[src/rtl/rot_pkg.sv]
package rot_pkg;

  typedef enum logic [1:0] {
    PH_0   = 2'd0,
    PH_90  = 2'd1,
    PH_180 = 2'd2,
    PH_270 = 2'd3
  } phase_e;

  localparam int LANES = 2;

  function automatic phase_e phase_next(input phase_e cur);
    return phase_e'(cur + 2'd1);
  endfunction

endpackage

[src/rtl/rot_phase_ctrl.sv]
module rot_phase_ctrl
  import rot_pkg::*;
(
  input  logic   clk,
  input  logic   rst,
  input  logic   slip,
  output phase_e phase
);

  phase_e phase_q;

  always_ff @(posedge clk) begin
    if (rst)       phase_q <= PH_0;
    else if (slip) phase_q <= phase_next(phase_q);
  end

  assign phase = phase_q;

  AST_PHASE_STEP: assert property (@(posedge clk) disable iff (rst)
    slip |=> (phase_q == phase_e'($past(phase_q) + 2'd1)));
  AST_PHASE_HOLD: assert property (@(posedge clk) disable iff (rst)
    !slip |=> $stable(phase_q));

endmodule

[src/rtl/rot_sat_neg.sv]
module rot_sat_neg #(
  parameter int W = 4
) (
  input  logic signed [W-1:0] din,
  output logic signed [W-1:0] dout
);

  localparam logic signed [W-1:0] MOST_NEG = {1'b1, {(W-1){1'b0}}};
  localparam logic signed [W-1:0] MOST_POS = {1'b0, {(W-1){1'b1}}};

  always_comb begin
    if (din == MOST_NEG) dout = MOST_POS;
    else                 dout = -din;
  end

endmodule

[src/rtl/rot_pair_mux.sv]
module rot_pair_mux
  import rot_pkg::*;
#(
  parameter int SYM_W = 4
) (
  input  logic                    clk,
  input  logic                    rst,
  input  phase_e                  phase,
  input  logic                    in_valid,
  input  logic signed [SYM_W-1:0] in_a,
  input  logic signed [SYM_W-1:0] in_b,
  output logic signed [SYM_W-1:0] out_a,
  output logic signed [SYM_W-1:0] out_b,
  output logic                    out_valid
);

  localparam logic signed [SYM_W-1:0] MOST_NEG = {1'b1, {(SYM_W-1){1'b0}}};
  localparam logic signed [SYM_W-1:0] MOST_POS = {1'b0, {(SYM_W-1){1'b1}}};

  logic signed [SYM_W-1:0] src [LANES];
  logic signed [SYM_W-1:0] neg [LANES];
  logic signed [SYM_W-1:0] sel_a, sel_b;
  logic signed [SYM_W-1:0] a_q, b_q;
  logic                    v_q;

  assign src[0] = in_a;
  assign src[1] = in_b;

  for (genvar g = 0; g < LANES; g++) begin : g_neg
    rot_sat_neg #(.W(SYM_W)) u_neg (
      .din  (src[g]),
      .dout (neg[g])
    );
  end

  always_comb begin
    unique case (phase)
      PH_0:    begin sel_a = src[0]; sel_b = src[1]; end
      PH_90:   begin sel_a = src[1]; sel_b = neg[0]; end
      PH_180:  begin sel_a = neg[0]; sel_b = neg[1]; end
      default: begin sel_a = neg[1]; sel_b = src[0]; end
    endcase
  end

  always_ff @(posedge clk) begin
    if (rst) begin
      a_q <= '0;
      b_q <= '0;
      v_q <= 1'b0;
    end else begin
      v_q <= in_valid;
      if (in_valid) begin
        a_q <= sel_a;
        b_q <= sel_b;
      end
    end
  end

  assign out_a     = a_q;
  assign out_b     = b_q;
  assign out_valid = v_q;

  AST_VALID_DELAY: assert property (@(posedge clk) disable iff (rst)
    1'b1 |=> (v_q == $past(in_valid)));
  AST_IDLE_HOLD: assert property (@(posedge clk) disable iff (rst)
    !in_valid |=> ($stable(a_q) && $stable(b_q)));
  AST_PASS_ZERO: assert property (@(posedge clk) disable iff (rst)
    (in_valid && phase == PH_0) |=> (a_q == $past(in_a) && b_q == $past(in_b)));
  AST_SWAP_90: assert property (@(posedge clk) disable iff (rst)
    (in_valid && phase == PH_90) |=> (a_q == $past(in_b)));
  AST_SWAP_270: assert property (@(posedge clk) disable iff (rst)
    (in_valid && phase == PH_270) |=> (b_q == $past(in_a)));
  AST_SAT_NEG: assert property (@(posedge clk) disable iff (rst)
    (in_valid && phase == PH_180 && in_a == MOST_NEG) |=> (a_q == MOST_POS));

endmodule

[src/rtl/qpsk_phase_rotator.sv]
module qpsk_phase_rotator
  import rot_pkg::*;
#(
  parameter int SYM_W = 4
) (
  input  logic                    clk,
  input  logic                    rst,
  input  logic                    slip,
  input  logic                    in_valid,
  input  logic signed [SYM_W-1:0] in_sym_a,
  input  logic signed [SYM_W-1:0] in_sym_b,
  output logic signed [SYM_W-1:0] out_sym_a,
  output logic signed [SYM_W-1:0] out_sym_b,
  output logic                    out_valid,
  output logic [1:0]              phase_sel
);

  phase_e phase;

  rot_phase_ctrl u_ctrl (
    .clk   (clk),
    .rst   (rst),
    .slip  (slip),
    .phase (phase)
  );

  rot_pair_mux #(.SYM_W(SYM_W)) u_mux (
    .clk       (clk),
    .rst       (rst),
    .phase     (phase),
    .in_valid  (in_valid),
    .in_a      (in_sym_a),
    .in_b      (in_sym_b),
    .out_a     (out_sym_a),
    .out_b     (out_sym_b),
    .out_valid (out_valid)
  );

  assign phase_sel = phase;

  AST_RESET_STATE: assert property (@(posedge clk)
    rst |=> (phase_sel == 2'd0 && !out_valid));

endmodule

[config.mk]
export PLATFORM = sky130hd
export DESIGN_NAME = qpsk_phase_rotator
export DESIGN_NICKNAME = d
export VERILOG_FILES = /design/src/rtl/rot_pkg.sv /design/src/rtl/rot_phase_ctrl.sv /design/src/rtl/rot_sat_neg.sv /design/src/rtl/rot_pair_mux.sv /design/src/rtl/qpsk_phase_rotator.sv
export SDC_FILE = /design/constraint.sdc
export NUM_CORES = 1
export LEC_CHECK = 0
export BUFFER_PORTS_ARGS = -buffer_cell sky130_fd_sc_hd__buf_2
export CORE_MARGIN = 4
export CORE_UTILIZATION = 39
export DETAILED_ROUTE_END_ITERATION = 6
export PLACE_DENSITY_LB_ADDON = 0.2
export SYNTH_ARGS = -nofsm -noshare
export SYNTH_HDL_FRONTEND = slang
export SYNTH_SLANG_ARGS = --single-unit
[constraint.sdc]
create_clock -name clk -period 1.7 [get_ports clk]
set_input_delay 0.255 -clock clk [delete_from_list [all_inputs] [get_ports clk]]
set_output_delay 0.255 -clock clk [all_outputs]
set_load 0.02 [all_outputs]
Yosys cells after proc, flatten, opt, wreduce, memory -nomap -nowiden. Index checks and enable logic that the tools add are counted.

Register bits after elaboration: 11. Bits of input ports: 12. Output and inout port bits: 11. Word-level logic and storage cells: 16.

Add/sub/neg operators: 3. Eq/ne operators: 4. Multiplexer cells: 4. Reduce and logical (&&, ||, !) cells: 1.

Operators with widths (number): 4-bit one-hot mux with 3 select lines (2); 4-bit == test (second input constant) (2); 4-bit two-way mux (2); 4-bit negation (2); 2-bit by 1-bit adder with 2-bit output (second input constant) (1); 2-bit by 1-bit == test with 1-bit output (second input constant) (1); 2-bit == test (second input constant) (1); 2-bit logical NOT (1).

Longest topological paths before layout.
Depth in word-level cells: 3. Gate-level depth with buffers: 7. Mapped depth without buffers: 6.

Hierarchy. A second synthesis with hierarchy kept.

Cells, all modules: 78. Area, all modules: 785.8 um^2.

By module, submodules not included: rot_pair_mux (instances 1, cells an instance 49, area an instance 551.8 um^2, seq. area each 180.2 um^2); rot_sat_neg (instances 2, cells an instance 11, area an instance 77.6 um^2, seq. area each 0.0 um^2); rot_phase_ctrl (instances 1, cells an instance 7, area an instance 78.8 um^2, seq. area each 40.0 um^2).

Least setup slack after synthesis. Ideal clock, no wire load.

Kind: reg2reg. From: reg u_ctrl.phase_q[0] (netlist: u_ctrl.phase[0]). To: reg u_mux.b_q[2] (netlist: u_mux.out_b[2]). Setup time: 131 ps. Arrival: 1497 ps. Required time: 1569 ps. Path slack: 72 ps. Cell stages (with the launch flop): 8. Buffers on the path: 1. Period minus slack after synthesis: 1628 ps. Path through: dfxtp_1 > inv_1 > ha_1 > buf_2 > nor3b_1 > nor3_1 > a311oi_1 > o32ai_1.

Word-level cells in the longest chain between the ends: 2. Elaborated cells on any way between the ends: 4. Those cells by class: eq/ne (2); mux (1); reduce/logical (1).

RTL lines: from (decl) (RTL line rot_phase_ctrl.sv:10) `phase_e phase_q;`; from (signal assigned) (RTL line rot_phase_ctrl.sv:14) `else if (slip) phase_q <= phase_next(phase_q);`; 2-bit == test, or another cell as far along (RTL line rot_pair_mux.sv:37) `unique case (phase)`; 4-bit one-hot mux with 3 select lines (*) (RTL line rot_pair_mux.sv:37); to (signal assigned) (RTL line rot_pair_mux.sv:54) `b_q <= sel_b;`; to (decl) (RTL line rot_pair_mux.sv:23) `logic signed [SYM_W-1:0] a_q, b_q;`.

Mark *: on every way between the ends. The rest lies on a longest branch, timed or not. A chain may end at the register's enable or synchronous reset.

Worst setup path in the final report.
From: reg u_ctrl.phase_q[0] (netlist: u_ctrl.phase[0]). To: reg u_mux.a_q[2] (netlist: u_mux.out_a[2]).

Word-level cells in the longest chain between the ends: 2. Elaborated cells on any way between the ends: 4. Those cells by class: eq/ne (2); mux (1); reduce/logical (1).

RTL lines: 2-bit == test, or another cell as far along (RTL line rot_pair_mux.sv:37); 4-bit one-hot mux with 3 select lines (*) (RTL line rot_pair_mux.sv:37); to (signal assigned) (RTL line rot_pair_mux.sv:53) `a_q <= sel_a;`; to (decl) (RTL line rot_pair_mux.sv:23).

Marks and branches as above.

==> flow_summary.yaml <==
route:
  avgViaCountPerCell: 5.75
  drt-total-wl_mm: 2.00
  num_vias: 851
  drtPass1Iterations: 5
  drcViolationCount: 0
  antenna_left: 0
  drtIter0Drc: 33
  routedWlPerCell_um: 13.5
synthesis:
  postSynthAreaPerCell_um2: 8.12
  ys_seq_area_frac: 0.289
  synth.distinct_cells: 28
  synth_flop_cell: "dfxtp_1"
  synth_top_area_frac: 0.289
  synthCells: 94
  syn_area_um2: 763
  synth_nets: 112
  synth_most_common_cell: "o21ai_0"
  synth_edf_count: 0
  synth_area_leaders: "dfxtp_1, ha_1, o21ai_0"
  synthTopCellsByCount: "o21ai_0, dfxtp_1, inv_1"
  yosys.area.top_type: "dfxtp_1"
  synth-seq-cells: 11
  yosys_warnings: 0
  synth_async_sr_flop_share: 0
cts:
  cts_setup_buffers: 0
  cts_tree: "yes"
  cts.root.buffer_cell: "clkbuf_4"
  clockBufferDepth: 2
  post_cts_resized: 0
  cts_buffers: 3
  clk_pin_slew_worst_paths_ns: 0.07
  hold_buffers: 0
  ctsHtreeMaxLevel: 1
  clock_sinks: 11
  worstSkewPairLatency_ns: 0.26
critical_path:
  crit_chain: "buf_4 -> ha_1 -> a22o_2 -> a31oi_1 -> o221a_2 -> nor3_1"
  worst_ep_arrival_time_ns: 1.77
  endpoint_kind: "flop"
  cpLargestDelayFamily: "compound AO/OA/AOI/OAI gates"
  crit_path_top_delay_cell: "ha_1"
  critPathKind: "reg -> reg"
  crit_path_max_incr_delay_ns: 0.35
  critPathBufInv: 1
  cp_max_fo: 8
  cp_num_cells: 6
  rr_worst_depth: 6
  critPathLaunch: "u_ctrl.phase[0]$_SDFFE_PP0P_"
  required_ns: 1.89
  critPathLaunchType: "flop"
  reg2reg_from: "u_ctrl.phase[0]$_SDFFE_PP0P_"
timing:
  setup-tns-final_ns: 0
  fin_skew_ns: 0.00445
  rsz0062_at_grt: "no"
  final-hold-violation-count: 0
  final.min_clock_period_ns: 1.57
  setup_viol: 0
  fin_crit_sh: 0.925
  drv_slew: 0
  slew_headroom: 0.783
  fmax_ghz: 0.636
  worstMarginPinSlew_ns: 0.326
  hold_ws_ns: 0.276
floorplan:
  io_pins: 23
  die_w_um: 52.2
  die-area_um2: 2730
  start_util: 0.428
  die_h_um: 52.2
  fp-row-count: 15
  coreArea_um2: 1780
layout:
  drive_above_1_share: 0.276
  syn2layout_area_growth_pct: 24.8
  fill_cells: 189
  fin_cells: 148
  layout.nets: 142
  fin_util: 0.534
  antenna_cells: 0
hold_path:
  worstHoldPathType: "in -> reg"
  holdPathStages: 3
  hp-start: "slip"
global_routing:
  grt_pass1_vias: 721
  grt_usage: 0.160
  grt_max_degree: 13
  grt_pass1_wl_mm: 3.30
  antenna_found_initial: 0
  grt_overflow: 0
run:
  cap_viol_max_count: 0
placement:
  dp_hpwl_mm: 1.60
  routabilityCongestion: 0.879
  dp_cells: 144
  numPortBuffers: 22
run_status:
  outcome: "finished clean"
pwr:
  finalPower_uw: 724
  power_density_nw_per_um2: 760
  ir_worst_vdd_uv: 326
  p_leak_uw: 0.000445
layer usage:
layer  track usage  vias to the layer above  share of wire
met5             0                        -              0
met4        0.0511                        0          0.012
met3        0.0199                        4          0.090
met2         0.247                       46           0.46
met1         0.231                      399           0.44
li1              -                      402              -
sequential cells by signal (all words and copies together), names as in the netlist:
| register | count |
|---|---|
| u_mux.out_a | 4 |
| u_mux.out_b | 4 |
| u_ctrl.phase | 2 |
| u_mux.out_valid | 1 |
cells by family (layout without fill, tap and decap cells):
| family | count (synthesis) | count (layout) | synth area share |
|---|---|---|---|
| multiplexers | 3 | 3 | 0.0393 |
| XOR/XNOR | 1 | 1 | 0.0115 |
| buffers and inverters | 13 | 42 | 0.0852 |
| adder cells (fa/ha/maj) | 6 | 6 | 0.0984 |
| AO/OA/AOI/OAI | 32 | 32 | 0.287 |
| AND/OR/NAND/NOR | 28 | 28 | 0.190 |
| flip-flops | 11 | 11 | 0.289 |
tightest hold or removal path: stages:
cell and delay [ns]:
buf_2 0.11, xnor2_1 0.07, nor2_1 0.07
layout make-up:
class / instances / area, um2 / area share
multi-input cells: 70 / 478 / 0.502
flip-flops and latches: 11 / 220 / 0.231
repair buffers: 29 / 163 / 0.171
inverters: 9 / 33.8 / 0.0355
well taps: 25 / 31.3 / 0.0329
clock buffers: 4 / 26.3 / 0.0276
report_power, final:
part / internal, uW / leakage [uW] / switching [uW]
clock: 90.7 / 0.0000150 / 86.3
combinational: 110 / 0.000339 / 145
sequential: 282 / 0.0000910 / 10.4
total: 482 / 0.000445 / 241
path summary, 6_finish.rpt:
| kind | endpoint | slack (ns) |
|---|---|---|
| min reg2reg | u_mux.out_b[3]$_SDFFE_PP0P_ | 0.45 |
| max reg2reg | u_mux.out_a[2]$_SDFFE_PP0P_ | 0.13 |
| max | u_mux.out_a[2]$_SDFFE_PP0P_ | 0.13 |
| min | u_ctrl.phase[0]$_SDFFE_PP0P_ | 0.28 |
metrics by stage:
step	setup slack (ns)	area (um2)
final	0.128	952
after global routing	0.0963	952
after CTS	0.160	952
after detailed placement	0.0730	926
after global placement	0.0796	926
after floorplan	0.0719	763
layout by cell type (no fill, tap or decap):
cell      instances
a221oi_1          3
nand2b_1          3
nor2_1            8
buf_4             7
o21ai_0          12
nand2_1           6
nor3_1            4
and3b_1           2
a221o_1           1
a21oi_1           5
o32ai_1           1
or3b_1            1
nor3b_1           2
a311o_1           3
nor2b_1           1
a311oi_1          1
clkbuf_1          1
dfxtp_1          11
inv_1             9
a32o_1            1
mux2i_1           3
buf_2            22
clkbuf_4          3
xnor2_1           1
a22o_2            1
or3_1             1
a31oi_1           3
ha_1              6
o221a_2           1
No activity file was read; power rests on OpenSTA's default activity.
